**src/rtl/bptr_pkg.sv**
```systemverilog
package bptr_pkg;

    localparam int NUM_PTR   = 8;
    localparam int SEL_W     = 3;
    localparam int DEF_PTR_W = 8;
    localparam int DEF_DATA_W = 16;

    typedef enum logic [1:0] {
        MD_NONE    = 2'b00,
        MD_INC     = 2'b01,
        MD_DEC     = 2'b10,
        MD_INC_ALT = 2'b11
    } ptr_mod_e;

    typedef enum logic [1:0] {
        S_IDLE   = 2'b00,
        S_FIRST  = 2'b01,
        S_SECOND = 2'b10
    } seq_state_e;

    typedef struct packed {
        logic [SEL_W-1:0] sel;
        logic             dbl;
        logic             fixed;
        ptr_mod_e         md;
    } op_ctx_t;

    // pointers 3 and 7 are tied to their bank base
    function automatic logic sel_is_fixed(input logic [SEL_W-1:0] s);
        return s[1:0] == 2'b11;
    endfunction

    function automatic logic mod_up(input ptr_mod_e m);
        return (m == MD_INC) || (m == MD_INC_ALT);
    endfunction

    function automatic logic mod_down(input ptr_mod_e m);
        return m == MD_DEC;
    endfunction

endpackage

```
**src/rtl/bptr_file.sv**
```systemverilog
module bptr_file
    import bptr_pkg::*;
#(
    parameter int PTR_W = DEF_PTR_W
) (
    input  logic             clk,
    input  logic             rst,
    input  logic             wr_en,
    input  logic [SEL_W-1:0] wr_sel,
    input  logic [PTR_W-1:0] wr_data,
    input  logic             upd_en,
    input  logic [SEL_W-1:0] upd_sel,
    input  logic [PTR_W-1:0] upd_val,
    input  logic [SEL_W-1:0] rd_sel,
    input  logic [1:0]       rd_mod,
    output logic [PTR_W-1:0] rd_ptr
);

    logic [PTR_W-1:0] regs [NUM_PTR];

    for (genvar g = 0; g < NUM_PTR; g++) begin : g_ptr
        if ((g % 4) == 3) begin : g_fixed
            assign regs[g] = '0;
        end else begin : g_live
            logic [PTR_W-1:0] val_q;
            always_ff @(posedge clk) begin
                if (rst) begin
                    val_q <= '0;
                end else if (wr_en && (wr_sel == SEL_W'(g))) begin
                    val_q <= wr_data;           // load beats post-step
                end else if (upd_en && (upd_sel == SEL_W'(g))) begin
                    val_q <= upd_val;
                end
            end
            assign regs[g] = val_q;
        end
    end

    always_comb begin
        if (sel_is_fixed(rd_sel)) begin
            rd_ptr = {{(PTR_W-2){1'b0}}, rd_mod};
        end else begin
            rd_ptr = regs[rd_sel];
        end
    end

endmodule

```
**src/rtl/bptr_seq.sv**
```systemverilog
module bptr_seq
    import bptr_pkg::*;
#(
    parameter int PTR_W  = DEF_PTR_W,
    parameter int DATA_W = DEF_DATA_W
) (
    input  logic              clk,
    input  logic              rst,
    input  logic              req_valid,
    input  logic [SEL_W-1:0]  req_sel,
    input  logic [1:0]        req_mode,
    input  logic [1:0]        req_mod,
    input  logic [PTR_W-1:0]  eff_ptr,
    output logic              ram_req,
    output logic              ram_bank,
    output logic [PTR_W-1:0]  ram_addr,
    input  logic [DATA_W-1:0] ram_rdata,
    input  logic              ram_rvalid,
    output logic              busy,
    output logic              done,
    output logic [DATA_W-1:0] res_data,
    output logic [PTR_W-1:0]  res_addr,
    output logic              upd_en,
    output logic [SEL_W-1:0]  upd_sel,
    output logic [PTR_W-1:0]  upd_val
);

    function automatic logic [PTR_W-1:0] step(input logic [PTR_W-1:0] p, input ptr_mod_e m);
        logic [PTR_W-1:0] delta;
        delta = mod_down(m) ? {PTR_W{1'b1}} : {{(PTR_W-1){1'b0}}, mod_up(m)};
        return p + delta;
    endfunction

    seq_state_e       state_q;
    op_ctx_t          ctx_q;
    logic [PTR_W-1:0] ptr_q;
    logic             accept;
    logic             finish;
    logic             req_fixed;
    ptr_mod_e         req_md;

    assign busy      = (state_q != S_IDLE);
    assign accept    = req_valid && (state_q == S_IDLE);
    assign req_fixed = sel_is_fixed(req_sel);
    assign req_md    = ptr_mod_e'(req_mod);
    assign finish    = ram_rvalid &&
                       (((state_q == S_FIRST) && !ctx_q.dbl) || (state_q == S_SECOND));

    always_comb begin
        upd_en  = 1'b0;
        upd_sel = ctx_q.sel;
        upd_val = step(ptr_q, ctx_q.md);
        if (accept && (req_mode == 2'b00)) begin
            upd_en  = !req_fixed;
            upd_sel = req_sel;
            upd_val = step(eff_ptr, req_md);
        end else if (finish) begin
            upd_en  = !ctx_q.fixed;
        end
    end

    always_ff @(posedge clk) begin
        if (rst) begin
            state_q  <= S_IDLE;
            ctx_q    <= '0;
            ptr_q    <= '0;
            ram_req  <= 1'b0;
            ram_bank <= 1'b0;
            ram_addr <= '0;
            done     <= 1'b0;
            res_data <= '0;
            res_addr <= '0;
        end else begin
            ram_req <= 1'b0;
            done    <= 1'b0;
            case (state_q)
                S_IDLE: begin
                    if (req_valid) begin
                        ctx_q    <= '{sel: req_sel, dbl: req_mode[1] && !req_fixed,
                                      fixed: req_fixed, md: req_md};
                        ptr_q    <= eff_ptr;
                        ram_bank <= req_sel[SEL_W-1];
                        if (req_mode == 2'b00) begin
                            done     <= 1'b1;
                            res_data <= {{(DATA_W-PTR_W){1'b0}}, eff_ptr};
                            res_addr <= eff_ptr;
                        end else begin
                            state_q  <= S_FIRST;
                            ram_req  <= 1'b1;
                            ram_addr <= eff_ptr;
                        end
                    end
                end
                S_FIRST: begin
                    if (ram_rvalid) begin
                        if (ctx_q.dbl) begin
                            state_q  <= S_SECOND;
                            ram_req  <= 1'b1;
                            ram_addr <= ram_rdata[PTR_W-1:0];
                        end else begin
                            state_q  <= S_IDLE;
                            done     <= 1'b1;
                            res_data <= ram_rdata;
                            res_addr <= ram_addr;
                        end
                    end
                end
                S_SECOND: begin
                    if (ram_rvalid) begin
                        state_q  <= S_IDLE;
                        done     <= 1'b1;
                        res_data <= ram_rdata;
                        res_addr <= ram_addr;
                    end
                end
                default: state_q <= S_IDLE;
            endcase
        end
    end

endmodule

```
**src/rtl/bptr_agu.sv**
```systemverilog
module bptr_agu
    import bptr_pkg::*;
#(
    parameter int PTR_W  = DEF_PTR_W,
    parameter int DATA_W = DEF_DATA_W
) (
    input  logic              clk,
    input  logic              rst,
    input  logic              req_valid,
    input  logic [2:0]        req_sel,
    input  logic [1:0]        req_mode,
    input  logic [1:0]        req_mod,
    input  logic              wr_en,
    input  logic [2:0]        wr_sel,
    input  logic [PTR_W-1:0]  wr_data,
    output logic              ram_req,
    output logic              ram_bank,
    output logic [PTR_W-1:0]  ram_addr,
    input  logic [DATA_W-1:0] ram_rdata,
    input  logic              ram_rvalid,
    output logic              busy,
    output logic              done,
    output logic [DATA_W-1:0] res_data,
    output logic [PTR_W-1:0]  res_addr
);

    logic [PTR_W-1:0] eff_ptr;
    logic             upd_en;
    logic [SEL_W-1:0] upd_sel;
    logic [PTR_W-1:0] upd_val;

    bptr_file #(.PTR_W(PTR_W)) u_file (
        .clk     (clk),
        .rst     (rst),
        .wr_en   (wr_en),
        .wr_sel  (wr_sel),
        .wr_data (wr_data),
        .upd_en  (upd_en),
        .upd_sel (upd_sel),
        .upd_val (upd_val),
        .rd_sel  (req_sel),
        .rd_mod  (req_mod),
        .rd_ptr  (eff_ptr)
    );

    bptr_seq #(.PTR_W(PTR_W), .DATA_W(DATA_W)) u_seq (
        .clk        (clk),
        .rst        (rst),
        .req_valid  (req_valid),
        .req_sel    (req_sel),
        .req_mode   (req_mode),
        .req_mod    (req_mod),
        .eff_ptr    (eff_ptr),
        .ram_req    (ram_req),
        .ram_bank   (ram_bank),
        .ram_addr   (ram_addr),
        .ram_rdata  (ram_rdata),
        .ram_rvalid (ram_rvalid),
        .busy       (busy),
        .done       (done),
        .res_data   (res_data),
        .res_addr   (res_addr),
        .upd_en     (upd_en),
        .upd_sel    (upd_sel),
        .upd_val    (upd_val)
    );

endmodule

```
**config.mk**
```make
export PLATFORM = sky130hd
export DESIGN_NAME = bptr_agu
export DESIGN_NICKNAME = d
export VERILOG_FILES = /design/src/rtl/bptr_pkg.sv /design/src/rtl/bptr_file.sv /design/src/rtl/bptr_seq.sv /design/src/rtl/bptr_agu.sv
export SDC_FILE = /design/constraint.sdc
export NUM_CORES = 1
export LEC_CHECK = 0
export ABC_AREA = 1
export ABC_CLOCK_PERIOD_IN_PS = 3300
export BUFFER_PORTS_ARGS = -buffer_cell sky130_fd_sc_hd__buf_2
export CAP_MARGIN = 20
export CORE_ASPECT_RATIO = 0.75
export CORE_MARGIN = 2
export CORE_UTILIZATION = 45
export CTS_CLUSTER_DIAMETER = 60
export CTS_CLUSTER_SIZE = 28
export DETAILED_ROUTE_END_ITERATION = 8
export PLACE_DENSITY = 0.76
export SLEW_MARGIN = 20
export SYNTH_ARGS = -nofsm -noshare
export SYNTH_HDL_FRONTEND = slang
export SYNTH_SLANG_ARGS = --single-unit
```
**constraint.sdc**
```tcl
create_clock -name clk -period 3.3 [get_ports clk]
set_input_delay 0.33 -clock clk [delete_from_list [all_inputs] [get_ports clk]]
set_output_delay 0.33 -clock clk [all_outputs]
set_load 0.01 [all_outputs]
```
==> results.txt, run 1 <==
The overall routing resource usage came out at 0.248. Timing analysis after detailed placement gives a worst setup slack of about 270 ps. The floorplan step defined a die boundary enclosing 13500 µm². The leakage power is 2.97 nW. In this run the critical register-to-register path is launched from u_seq.state_q[0]. The sequential group share of total power came out at 0.338. The via count of the first global-routing pass is 5268. The final wirelength is 16500 µm. CTS saw 99 sinks.

The number of DRC markers after the initial detailed-route iteration is between 600 and 700. The final number of max-transition violations is 0. From synthesis to final layout, the design area changed by 15.5%. The first global-routing pass estimated 26600 µm of wire.

The area of the core is 12300 µm². The most critical setup path has its startpoint at req_sel[2]. The fraction of layout cells with a size suffix above 1 is 0.157. The max-capacitance violation count is 0. Excluding fillers, the count of instances in the completed layout stands at 1079. Once detail routing completed, the nets flagged for antenna violations numbered 0. The data required time at the worst endpoint is around 3500 ps. The final antenna diode count came out at 0.

The number of buffers inserted during clock tree synthesis is 9. The largest fanout on the critical path came out at 26. The proportion of total power due to net switching is 0.417. The vertical die dimension came out at between 100 and 150 µm. In this run the deepest clock path goes through 2 buffers. Sorting the synthesized cells by area gives the leading types as sky130_fd_sc_hd__dfxtp_1 (35%), sky130_fd_sc_hd__nand2_1 (12%), sky130_fd_sc_hd__a21oi_1 (9.4%). In the synthesized netlist the dominant register cell turns out to be sky130_fd_sc_hd__dfxtp_1. The total power draw is roughly 4.8 mW.

The biggest area contributor in the post-synthesis netlist is sky130_fd_sc_hd__dfxtp_1. The number of primary I/O pins is 75. The capturing element type of the critical path is a flip-flop. The later pin in the worst-skew pair is clocked with a latency of between 300 and 400 ps.

On the final layout, the worst clock skew is approximately 14 ps. The final-layout setup total negative slack is 0 ps. The number of enable-type register cells in the synthesized netlist is 0. The number of hold violations in the final report is 0. The CTS tree is yes. The number of warnings printed during yosys synthesis came out at 0. After clock tree synthesis, the flow added hold-fix buffers numbering 0. The actual transition at the worst max-transition pin is about 690 ps. At the end of routability-driven placement, the weighted congestion stood at a little under 1. The aggregate global routing overflow is 0. The post-detailed-route via-to-cell ratio came out at around 5.5. The shortest period the worst path allows is 2750 ps. The clock tree root buffer cell is sky130_fd_sc_hd__clkbuf_16. The buffers inserted during post-CTS setup optimization is 0.

The fraction of power consumed by combinational cells is 0.414. Of the total power, the clock network draws 0.248. The launch instance of the worst min-delay path is ram_rdata[13]. Synthesis handed over a netlist of about 840 instances. In this run the number of H-tree levels came out at 3. The worst relative slew slack came out at 0.540. Cell internal power was estimated by the tool at approximately 2.8 mW.

Timing would allow up to ~360 MHz. The most common cell in the synthesized netlist is sky130_fd_sc_hd__nand2_1. The share of synthesized area in the top cell type comes to 0.349. The width of the die is approximately 130 µm. The share of flip-flops with an asynchronous set or reset after synthesis is 0. Setup violations remaining at the end of the flow were counted as 0. The initial antenna violation count came to 0. For this run, the detailed router's first-pass iteration total came to 6. Setup repair after global routing left no endpoint under its margin.

In this run the cell area of the synthesized design comes to between 5000 and 6000 µm². The synthesized netlist net count is roughly 900. Summed over all nets, the half-perimeter wirelength after detailed placement is ~12000 µm.

The critical path arrival is roughly 3000 ps. The net load switching power came out at 1.99 mW. The detailed-route wire length per cell came out at 15.3 µm. The final setup slack of the worst path came out at around 550 ps. The flow ran to the end, and the final reports show no timing, DRC or antenna violations. At the end of the flow, the number of nets in the layout was slightly below 1000. In the synthesized netlist, the cells that appear most often are sky130_fd_sc_hd__nand2_1 (182), sky130_fd_sc_hd__a21oi_1 (107), sky130_fd_sc_hd__dfxtp_1 (99), sky130_fd_sc_hd__inv_1 (90), sky130_fd_sc_hd__nor2_1 (77). The count of placed standard cells including taps came out at ~1100.

The clock-pin slew reported for the worst setup and hold paths after clock tree synthesis is ~70 ps. The worst setup path is of the input port to flip-flop kind. The average cell area after synthesis is ~6.8 µm². The power density normalized to cell area came out at between 700 and 800 nW/µm².

The share of the Yosys chip area taken by registers is 0.349. The tightest min-delay check is of the input port to flip-flop type. The initial core utilization is 0.462.

Detailed routing inserted a total of 5919 vias. In this run the core area contains 35 standard-cell rows. The synthesized flop and latch total came out at between 90 and 100. The number of remaining DRC errors came out at 0. The type of origin of the critical path is an input port. Dividing the final minimum period by the clock period gives 0.834. The maximum number of pins on one net before global-route repair came out at 43. The maximum ir drop on the vdd rail is a little over 0.4 mV. The number of port buffers is 74.

The number of instances resized during post-cts repair came out at 0. The count of different cell masters after synthesis came out at 40.
==> layer usage <==
| layer | GRT usage | vias to the layer above | routed length, µm |
|---|---|---|---|
| met5 | 0 | - | 0 |
| li1 | - | 2934 | - |
| met2 | 0.368 | 256 | 6990 |
| met1 | 0.358 | 2710 | 7940 |
| met3 | 0.0596 | 19 | 1450 |
| met4 | 0.0696 | 0 | 165 |
==> registers in the layout (all words and copies together) (netlist names) <==
name                       cells
u_file.g_ptr.g_live.val_q     48
u_seq.res_data                16
u_seq.ptr_q                    8
u_seq.ram_addr                 8
u_seq.res_addr                 8
u_seq.ctx_q                    6
u_seq.state_q                  2
u_seq.done                     1
u_seq.ram_bank                 1
u_seq.ram_req                  1
==> through the flow <==
stage | util | hold WS [ps] | cell area [µm²]
after floorplan | - | 439 | 5680
after global routing | 0.533 | 248 | 6560
after detailed placement | 0.506 | 457 | 6230
after CTS | 0.533 | 232 | 6560
final | 0.533 | 236 | 6560
after global placement | 0.506 | 449 | 6230
==> power by group through the flow <==
| stage | clock (mW) | combinational, mW | sequential [mW] |
|---|---|---|---|
| floorplan | 0 | 1.29 | 1.69 |
| global placement | 0 | 1.93 | 1.63 |
| detailed placement | 0 | 1.94 | 1.64 |
| CTS | 1.19 | 1.96 | 1.61 |
| global route | 1.24 | 2.21 | 1.65 |
| finish | 1.18 | 1.98 | 1.62 |
==> cells in the final DEF (no fill, tap or decap), drive strengths merged <==
cell      count
or2           4
nor4          1
inv          97
ha           18
a211oi       20
nor2         86
dfxtp        99
o21ai        78
clkinv        3
nand3        70
clkbuf        9
a21oi       107
xnor2         1
nand3b        3
nand4         8
nor3          3
clkinvlp      1
xor2          1
o21a          1
bufinv        2
a22oi         1
buf          87
fa            2
nand2       192
a221oi        3
o22ai         3
a21o          1
mux2i         1
o211ai       11
==> cell families (layout without fill, tap and decap cells) <==
logic type,Yosys count,count (layout),synth area share
XOR/XNOR,2,2,0.00308
flip-flops,99,99,0.349
adder cells (fa/ha/maj),20,20,0.0467
AND/OR/NAND/NOR,367,367,0.289
buffers and inverters,124,199,0.0864
multiplexers,1,1,0.00176
AO/OA/AOI/OAI,225,225,0.224
==> worst paths after layout <==
path / slack [ps] / depth (start not counted) / end
worst max-delay path: 550 / 19 / u_file.g_ptr[0].g_live.val_q[6]
worst min-delay path: 240 / 3 / u_seq.res_data[13]
worst max register to register: 680 / 15 / u_file.g_ptr[1].g_live.val_q[6]
worst min register to register: 470 / 2 / u_seq.res_data[8]
==> area by class of cell <==
type	count	area (µm²)
multi-input combinational	615	3210
sequential	99	1980
clock buffer	9	225
inverter	96	365
clock inverter	7	105
fill	1240	5750
timing repair buffer	87	468
tap	166	208
==> critical path, stage by stage <==
cell and delay, ps:
sky130_fd_sc_hd__buf_2 110, sky130_fd_sc_hd__inv_2 370, sky130_fd_sc_hd__nand2_1 120, sky130_fd_sc_hd__nand3_1 120, sky130_fd_sc_hd__nand4_1 120, sky130_fd_sc_hd__o21ai_0 150
sky130_fd_sc_hd__ha_1 230, sky130_fd_sc_hd__inv_1 60, sky130_fd_sc_hd__fa_1 390, sky130_fd_sc_hd__inv_1 90, sky130_fd_sc_hd__nand4_1 170, sky130_fd_sc_hd__nand3_1 140
sky130_fd_sc_hd__nand2_1 50, sky130_fd_sc_hd__nand3_1 70, sky130_fd_sc_hd__nand2_1 150, sky130_fd_sc_hd__nand2_1 110, sky130_fd_sc_hd__inv_1 40, sky130_fd_sc_hd__nor2_1 100
sky130_fd_sc_hd__nor2_1 50
Note: power is estimated with default switching activity, not from simulation.
==> run 2: changes to the inputs <==
--- a/config.mk
+++ b/config.mk
@@ -5,8 +5,8 @@
 export SDC_FILE = /design/constraint.sdc
 export NUM_CORES = 1
 export LEC_CHECK = 0
-export ABC_AREA = 1
-export ABC_CLOCK_PERIOD_IN_PS = 3300
+export ABC_AREA = 0
+export ABC_CLOCK_PERIOD_IN_PS = 2400
 export BUFFER_PORTS_ARGS = -buffer_cell sky130_fd_sc_hd__buf_2
 export CAP_MARGIN = 20
 export CORE_ASPECT_RATIO = 0.75
@@ -15,7 +15,7 @@
 export CTS_CLUSTER_DIAMETER = 60
 export CTS_CLUSTER_SIZE = 28
 export DETAILED_ROUTE_END_ITERATION = 8
-export PLACE_DENSITY = 0.76
+export PLACE_DENSITY = 0.78
 export SLEW_MARGIN = 20
 export SYNTH_ARGS = -nofsm -noshare
 export SYNTH_HDL_FRONTEND = slang
==> constraint.sdc (replaced) <==
create_clock -name clk -period 2.4 [get_ports clk]
set_input_delay 0.24 -clock clk [delete_from_list [all_inputs] [get_ports clk]]
set_output_delay 0.24 -clock clk [all_outputs]
set_load 0.01 [all_outputs]
==> results.txt, run 2 <==
The data required time at the worst endpoint is 2620 ps (-910 ps). The via count of the first global-routing pass is 5357 (+1.7%). The fraction of layout cells with a size suffix above 1 came out at 0.313 (+0.156). The number of DRC markers after the initial detailed-route iteration came to 522 (-19%). The pre-CTS setup slack is -732 ps (-999 ps). In the layout the commonest cells are sky130_fd_sc_hd__dfxtp_1 (94), sky130_fd_sc_hd__buf_4 (93), sky130_fd_sc_hd__nand2_1 (83).

In this run the worst hold path is classified as input port to flip-flop. The largest fanout on the critical path came out at 6 (-77%). The share of flip-flops with an asynchronous set or reset after synthesis came to 0 (unchanged). The length of the first detailed-routing pass in iterations is 6 (unchanged). The leading area contributor after synthesis is sky130_fd_sc_hd__dfxtp_1. The estimated wirelength of the detail-placed design was 12400 µm (+2.3%). The largest incremental delay on the critical path is 340 ps (-50 ps).

The sink count of the clock tree is 99 (unchanged). The worst hold path depth came out at 3 (unchanged). The flip-flop count of the largest register after layout is 48 (unchanged). The placed standard-cell area came out at 6760 µm² (+8.6%). Among all stages on the critical path, the largest delay is contributed by sky130_fd_sc_hd__or3_4.

The peak clock frequency supported by timing came out at 340 MHz. The flow ran to the end, but the final reports show violations. The setup slack of the most critical reg-to-reg path came out at -540 ps (-1220 ps).

The final setup violation count came out at 34 (+34). Setup repair after global routing could not meet its margin everywhere. By count the netlist is led by sky130_fd_sc_hd__dfxtp_1 (99), sky130_fd_sc_hd__nand2_1 (90), sky130_fd_sc_hd__nor2_1 (81), sky130_fd_sc_hd__a21oi_1 (54), sky130_fd_sc_hd__clkbuf_1 (30). The number of primary I/O pins is 75 (unchanged). The number of enable-type register cells in the synthesized netlist is 0 (unchanged). The number of port buffers came out at 74 (unchanged). The combined area of the multi-input logic cells came out at 3560 µm² (+11%). The wire length of the first global-routing pass is 27600 µm (+3.6%). Tracing the worst setup path back leads to its startpoint at u_file.g_ptr[4].g_live.val_q[0]. The source-to-sink clock delay at the later pin of the worst-skew pair came out at 350 ps (about the same). The leakage power came out at 2.95 nW (-0.93%). The cell depth of the worst flop-to-flop path is 14 (-1). The depth of the CTS H-tree is 3 (unchanged). The overall die area came out at 13200 µm² (-2.2%).

CTS placed an instance of sky130_fd_sc_hd__clkbuf_16 at the clock tree root. The library cell used most frequently in the layout, excluding fill and tap cells, is sky130_fd_sc_hd__dfxtp_1. The instance count of the mapped netlist came out at 695 (-17%). Sorting the synthesized cells by area gives the leading types as sky130_fd_sc_hd__dfxtp_1 (36%), sky130_fd_sc_hd__nand2_1 (6.1%), sky130_fd_sc_hd__nor2_1 (5.5%). The number of nets at the end of the flow is 892 (-7.8%). The number of buffers inserted during clock tree synthesis is 9 (unchanged). The aggregate global routing overflow came out at 0 (unchanged).

The shortest period the worst path allows came out at between 2000 and 3000 ps. The path with the worst hold slack has its endpoint at u_seq.res_data[8]. The design area came out at 7280 µm² (+11%). The average cell area after synthesis is 7.99 µm² (+18%).

The detailed-route wire length per cell is 17.3 µm (+13%). The worst relative slew slack came out at 0.571 (+0.0317). The width of the die came to 132 µm (-1.1%). The flip-flop cell with the highest count after synthesis is sky130_fd_sc_hd__dfxtp_1. The number of hold violations in the final report is 0 (unchanged). The area share of the leading cell type in the synthesized netlist came to 0.357 (+0.00810). The setup clock skew after layout was 8.74 ps (-5.41 ps).

The critical path goes through or3_4 > o221ai_2 > mux2i_1 > a32o_2 > ha_4 > inv_2 > fa_2 > nor2b_2 > o21a_1 > o21a_1 > o21a_1 > or3_4 > a31oi_4 > o31ai_1. The most repeated library cell on the critical path is sky130_fd_sc_hd__o21a_1. u_file.g_ptr.g_live.val_q holds more flip-flops than any other register.

The final reports fail on negative setup slack. The final wirelength is 17300 µm (+4.7%). The final setup slack of the worst path is -542 ps (-1090 ps). In the finished design, the share of the clock period the worst path needs comes to 1.23. The overall routing resource usage came to 0.260 (+0.0126).

The capture point of the worst reg-to-reg path is u_file.g_ptr[5].g_live.val_q[6]. The sequential share of the synthesized area was 0.357 (+0.00810). The power density normalized to cell area came out at 641 nW/µm² (-12%).

The vertical die dimension is 100 µm (-1.1%). The CTS tree is yes. The area of the mapped netlist is 5550 µm² (-2.3%). The initial antenna violation count is 0 (unchanged). The number of routed nets with antenna violations came out at 0 (unchanged).

The actual transition at the worst max-transition pin came out at 643 ps (-45.0 ps). The final antenna diode count is 0 (unchanged). The worst hold path begins at ram_rdata[8]. The clock-pin slew reported for the worst setup and hold paths after clock tree synthesis is 70 ps (about the same).

The number of warnings printed during yosys synthesis was 0 (unchanged). The max-capacitance violation count came to 0 (unchanged). The final number of max-transition violations came out at 0 (unchanged). The final-layout fill cell count came out at 1081 (-13%). The number of remaining DRC errors is 0 (unchanged). The number of core rows is 35 (unchanged). The synthesized netlist net count came out at 754 (-16%).

The startpoint identified for the worst register-to-register timing path is u_file.g_ptr[4].g_live.val_q[0]. The critical path arrival is 3170 ps (+190 ps). The post-detailed-route via-to-cell ratio was 5.82 (+6.1%). The synthesis-to-finish area growth came out at 31.1%. The sequential standard cell area is 1990 µm² (+0.32%). The maximum ir drop on the vdd rail is 0.399 mV (-2.2%). The largest registers in the layout are u_file.g_ptr.g_live.val_q x48, u_seq.res_data x16. The placer's final routability congestion estimate came to 0.955 (-0.71%). The area of the core is 12200 µm² (-1.1%). STA classifies the critical path startpoint as a flip-flop. sky130_fd_sc_hd__dfxtp_1 is the most common cell in the netlist. The count of different cell masters after synthesis was 62 (+55%).

The worst setup path is of the flip-flop to flip-flop kind. The maximum number of pins on one net before global-route repair came out at 70 (+63%). The initial core utilization is 0.456 (-0.00561). The buffer depth of the longest clock path is 2 (unchanged). The overall via count from detail_route is 5846 (-1.2%). STA classifies the critical path endpoint as a flip-flop.

The synthesized flop and latch total came out at 99 (unchanged).
-- run 2: cell types whose count changed after synthesis, moves of 12 or more --
| cell | previous run | this run |
|---|---|---|
| sky130_fd_sc_hd__nand2_1 | 182 | 90 |
| sky130_fd_sc_hd__inv_1 | 90 | 14 |
| sky130_fd_sc_hd__o21ai_0 | 72 | 10 |
| sky130_fd_sc_hd__a21oi_1 | 107 | 54 |
| sky130_fd_sc_hd__nand3_1 | 65 | 21 |
| sky130_fd_sc_hd__mux2i_1 | 1 | 26 |
| sky130_fd_sc_hd__o22ai_1 | 3 | 24 |
| sky130_fd_sc_hd__clkbuf_1 | 18 | 30 |
| sky130_fd_sc_hd__nor2b_1 | 0 | 12 |
| sky130_fd_sc_hd__nor3_1 | 3 | 15 |
| sky130_fd_sc_hd__o21ai_1 | 4 | 16 |
-- run 2: layout make-up --
cell class | instances | area share
repair buffers | 173 | 0.159
well taps | 166 | 0.0285
clock buffers | 11 | 0.0334
multi-input cells | 527 | 0.489
flip-flops and latches | 99 | 0.273
clock inverters | 5 | 0.00516
inverters | 23 | 0.0119
-- run 2: through the flow --
stage	instances	util	power (mW)	setup TNS (ps)	hold WS, ps
6_report	1004	0.598	4.66	-8120	156
5_1_grt	1004	0.598	4.89	-12410	165
4_1_cts	998	0.584	4.61	-7470	149
3_5_place_dp	980	0.556	3.22	-17950	443
3_3_place_gp	980	0.556	3.19	-14690	436
2_1_floorplan	695	-	2.72	-4970	376
-- run 2: routing by layer --
metal,part of all wire,global-route usage,wire (µm)
met1,0.45,0.367,7810
met4,0.021,0.0935,371
met3,0.086,0.0475,1480
met5,0,0,0
met2,0.44,0.401,7660
-- run 2: cell families (layout without fill, tap and decap cells) --
| group | Yosys count | in the layout | share of synthesized area |
|---|---|---|---|
| AO/OA/AOI/OAI | 208 | 208 | 0.256 |
| buffers and inverters | 69 | 212 | 0.0509 |
| AND/OR/NAND/NOR | 259 | 259 | 0.215 |
| multiplexers | 30 | 30 | 0.0555 |
| XOR/XNOR | 10 | 10 | 0.0183 |
| flip-flops | 99 | 99 | 0.357 |
| adder cells (fa/ha/maj) | 20 | 20 | 0.0478 |
-- run 2: critical path, delay by kind of cell, from the launching register on --
family	cells	cell delay [ps]
muxes	1	90
AOI/OAI and AO/OA	7	1270
DFF	1	320
adders and majority gates	2	370
buffers and inverters	1	50
and+or+nand+nor	3	720
-- run 2: worst max path at each step --
stage                                            to  slack (ps)  cells after the start
floorplan           u_file.g_ptr[1].g_live.val_q[6]        -480                     16
global placement    u_file.g_ptr[2].g_live.val_q[6]        -640                     14
detailed placement  u_file.g_ptr[4].g_live.val_q[7]        -730                     15
CTS                 u_file.g_ptr[2].g_live.val_q[6]        -520                     14
global route        u_file.g_ptr[2].g_live.val_q[6]        -620                     14
finish              u_file.g_ptr[5].g_live.val_q[6]        -540                     14
-- run 2: report_power, final --
part	switching (mW)	internal, mW	leakage (nW)
Combinational	0.779	0.617	2.01
Sequential	0.0909	1.79	0.810
Clock	0.656	0.736	0.132
Total	1.53	3.14	2.95
-- run 2: what timing repair did --
item	4_1_cts	5_1_grt
buffers inserted	3	4
endpoints found under the setup margin	42	44
hold endpoints to repair	0	0
gates resized for setup	10	34
cloned	0	2
hold buffers	0	0
pin swaps	22	30
==> run 3: changes to the inputs <==
--- a/config.mk
+++ b/config.mk
@@ -11,12 +11,12 @@
 export CAP_MARGIN = 20
 export CORE_ASPECT_RATIO = 0.75
 export CORE_MARGIN = 2
-export CORE_UTILIZATION = 45
+export CORE_UTILIZATION = 52
+export CTS_BUF_LIST = sky130_fd_sc_hd__clkbuf_16
 export CTS_CLUSTER_DIAMETER = 60
 export CTS_CLUSTER_SIZE = 28
 export DETAILED_ROUTE_END_ITERATION = 8
-export PLACE_DENSITY = 0.78
-export SLEW_MARGIN = 20
+export PLACE_DENSITY = 0.87
 export SYNTH_ARGS = -nofsm -noshare
 export SYNTH_HDL_FRONTEND = slang
 export SYNTH_SLANG_ARGS = --single-unit
==> results.txt, run 3 (synthesized netlist as in run 2, its figures left out) <==
The initial core utilization is 0.537 (+0.0814). The global routing met3 resource utilization came out at 0.110 (+0.0629). The final-layout setup total negative slack is -12750 ps (-4630 ps). The depth of the CTS H-tree came to 3 (unchanged). The path class of the tightest hold or removal check is input port to flip-flop. The commonest non-fill, non-tap cell in the layout is sky130_fd_sc_hd__dfxtp_1.

The final setup slack of the worst path is -669 ps (-127 ps). The clock-pin slew reported for the worst setup and hold paths after clock tree synthesis came to 70 ps (about the same). The buffer depth of the longest clock path came out at 2 (unchanged). The placer's final routability congestion estimate is 0.946 (-0.95%). The sequential group share of total power was 0.379 (-0.023).

The final setup violation count was 42 (+24%). The number of port buffers came out at 74 (unchanged). The max-capacitance violation count was 0 (unchanged). The internal portion of total power came out at 3.41 mW (+8.5%).

The source-to-sink clock delay at the later pin of the worst-skew pair is 350 ps (about the same). The actual transition at the worst max-transition pin is 788 ps (+145 ps). The sink count of the clock tree is 99 (unchanged).

The overall via count from detail_route is 6234 (+6.6%). The number of nets at the end of the flow came out at 881 (-1.2%). The count of placed standard cells including taps is 937 (-4.4%).

The fraction of layout cells with a size suffix above 1 is 0.296 (-0.0164). The checks that failed: negative setup slack. Setup repair after global routing could not meet its margin everywhere. Walking the worst path, the cells encountered are or3_4 > o221ai_2 > mux2i_1 > a32o_2 > ha_4 > inv_2 > fa_2 > nor2b_2 > o21a_1 > o21a_1 > o21a_1 > buf_4 > o21ai_1 > a31oi_4 > o31ai_1. The synthesis-to-finish area growth came out at 29.3%. The run finished, with violations left. The leakage power is 2.92 nW (-0.90%). The number of hold violations in the final report came out at 0 (unchanged). The fraction of power consumed by the clock network came to 0.332 (+0.033).

The pre-CTS setup slack came out at -740 ps (-7.44 ps). The detailed-route wire length per cell came out at 20.2 µm (+17%). The setup clock skew after layout is 9.51 ps (+0.767 ps). In the layout the commonest cells are sky130_fd_sc_hd__dfxtp_1 (93), sky130_fd_sc_hd__nand2_1 (88), sky130_fd_sc_hd__buf_4 (83). The number of non-filler instances in the completed layout came to 963 (-4.1%).

The vertical die dimension is 93.5 µm (-6.7%). The overall die area was 11500 µm² (-13%). The initial antenna violation count is 0 (unchanged). The met2 usage came out at 0.502 (+0.102). The largest fanout on the critical path is 6 (unchanged). The maximum ir drop on the vdd rail came out at 0.380 mV (-4.8%).

The final number of max-transition violations is 0 (unchanged). The number of core rows is 32 (-8.6%). The hold buffer count at CTS is 0 (unchanged).

The period utilization is 1.28 (+0.0531). The worst setup path is captured at a flip-flop. The data required time at the worst endpoint is 2650 ps (+30 ps). The aggregate global routing overflow came to 0 (unchanged). The fraction of power consumed by combinational cells is 0.289 (-0.010). The overall routing resource usage is 0.328 (+0.0678). The post-detailed-route via-to-cell ratio came out at 6.47 (+11%). The number of routed nets with antenna violations came out at 0 (unchanged). The area of the core is 10300 µm² (-15%). The width of the die came out at 123 µm (-6.8%). The number of DRC markers after the initial detailed-route iteration is 964 (+85%). The buffers plus inverters on the worst setup path was 2 (+1). Clock tree synthesis selected as its root buffer the cell sky130_fd_sc_hd__clkbuf_16. The length of the first detailed-routing pass in iterations is 6 (unchanged). The via count of the first global-routing pass came out at 5804 (+8.3%). The critical path arrival is 3320 ps (+150 ps). The estimated wirelength of the detail-placed design is 13600 µm (+9.4%). The power density normalized to cell area was 692 nW/µm² (+7.9%).

The proportion of total power due to net switching came out at 0.314 (-0.0136). The maximum number of pins on one net before global-route repair came to 40 (-43%). The met1 routing resource usage after global routing came to 0.423 (+0.0561). The critical-path cell with the highest stage delay is sky130_fd_sc_hd__dfxtp_2.

The critical path is of the flip-flop to flip-flop type. The wire length of the first global-routing pass is 29100 µm (+5.5%). The final wirelength came out at 19500 µm (+12%).

The worst relative slew slack is 0.475 (-0.0965). The number of buffers inserted during clock tree synthesis is 9 (unchanged). The layer flagged by global routing as most heavily used is met2.

The flip-flop count of the largest register after layout is 48 (unchanged). The peak clock frequency supported by timing is 326 MHz (-4.2%). The number of primary I/O pins is 75 (unchanged). The dominant delay contributor by cell family on the critical path is compound AO/OA/AOI/OAI gates. The shortest period the worst path allows is 3070 ps (+127 ps). The number of remaining DRC errors came out at 0 (unchanged).

The net load switching power is 1.56 mW (+2.0%). The largest registers in the layout are u_file.g_ptr.g_live.val_q x48, u_seq.res_data x16. The final antenna diode count is 0 (unchanged). By instance count, the cell type seen most on the critical path is sky130_fd_sc_hd__o21a_1.

TritonCTS built the clock tree. More flip-flops sit in one register than any other, and that register is u_file.g_ptr.g_live.val_q. The largest incremental delay on the critical path was 330 ps (about the same). STA classifies the critical path startpoint as a flip-flop.
## run 3: cell count changes in the layout (fill, tap and decap cells not counted), moves of 2 or more
cell / previous run / this run
sky130_fd_sc_hd__buf_6: 2 / 4
sky130_fd_sc_hd__a211oi_1: 23 / 25
sky130_fd_sc_hd__o221ai_1: 4 / 0
sky130_fd_sc_hd__o32ai_4: 2 / 0
sky130_fd_sc_hd__nand2_1: 83 / 88
sky130_fd_sc_hd__inv_1: 12 / 14
sky130_fd_sc_hd__o32ai_1: 6 / 9
sky130_fd_sc_hd__bufinv_16: 0 / 3
sky130_fd_sc_hd__buf_12: 3 / 1
sky130_fd_sc_hd__nand2_2: 7 / 2
sky130_fd_sc_hd__a211oi_2: 3 / 1
sky130_fd_sc_hd__buf_4: 93 / 83
sky130_fd_sc_hd__o221ai_2: 3 / 7
## run 3: power groups by stage
| stage | Clock, mW | Combinational [mW] | Sequential, mW |
|---|---|---|---|
| after floorplan | 0 | 0.791 | 1.93 |
| after global placement | 0 | 1.25 | 1.90 |
| after detailed placement | 0 | 1.31 | 1.91 |
| after CTS | 1.64 | 1.35 | 1.88 |
| after global routing | 1.71 | 1.54 | 1.89 |
| final | 1.65 | 1.44 | 1.88 |
## run 3: path summary, 6_finish.rpt
| check | slack, ps | end | startpoint | cells after the start |
|---|---|---|---|---|
| setup / recovery | -670 | u_file.g_ptr[5].g_live.val_q[6] | u_file.g_ptr[4].g_live.val_q[0] | 15 |
| setup reg to reg | -670 | u_file.g_ptr[5].g_live.val_q[6] | u_file.g_ptr[4].g_live.val_q[0] | 15 |
| hold / removal | 160 | u_seq.res_data[10] | ram_rdata[10] | 3 |
| hold reg to reg | 450 | u_seq.res_data[15] | u_seq.res_data[15] | 2 |
## run 3: layout make-up
cell class / instances / area [µm²]
Multi-Input combinational cell: 527 / 3540
Fill cell: 746 / 3150
Sequential cell: 99 / 1990
Timing Repair Buffer: 162 / 1060
Clock buffer: 9 / 225
Tap cell: 136 / 170
Clock inverter: 7 / 109
Inverter: 23 / 88.8
## run 3: routing by layer
layer  up-vias  part of all wire
met5         -                 0
met4         0             0.045
met3       111              0.12
met2       429              0.45
met1      2936              0.39
li1       2758                 -
## run 3: worst reg2reg max path: stages (launching register included)
cell and delay [ps]:
sky130_fd_sc_hd__dfxtp_2 330, sky130_fd_sc_hd__or3_4 330, sky130_fd_sc_hd__o221ai_2 70, sky130_fd_sc_hd__mux2i_1 100, sky130_fd_sc_hd__a32o_2 260, sky130_fd_sc_hd__ha_4 170
sky130_fd_sc_hd__inv_2 50, sky130_fd_sc_hd__fa_2 200, sky130_fd_sc_hd__nor2b_2 50, sky130_fd_sc_hd__o21a_1 200, sky130_fd_sc_hd__o21a_1 190, sky130_fd_sc_hd__o21a_1 180
sky130_fd_sc_hd__buf_4 130, sky130_fd_sc_hd__o21ai_1 200, sky130_fd_sc_hd__a31oi_4 180, sky130_fd_sc_hd__o31ai_1 330
## run 3: what timing repair did
action | in CTS | in global routing
endpoints found under the setup margin | 39 | 45
pin swaps | 22 | 25
resized for setup | 10 | 29
hold endpoints to repair | 0 | 0
buffers inserted | 4 | 8
## run 3: per-stage QoR
| step | util | power, mW | area [µm²] | hold WS (ps) |
|---|---|---|---|---|
| after detailed placement | 0.641 | 3.22 | 6620 | 444 |
| after floorplan | - | 2.72 | 5700 | 376 |
| after global routing | 0.695 | 5.15 | 7180 | 161 |
| after global placement | 0.641 | 3.15 | 6620 | 436 |
| final | 0.695 | 4.96 | 7180 | 160 |
| after CTS | 0.679 | 4.86 | 7020 | 158 |
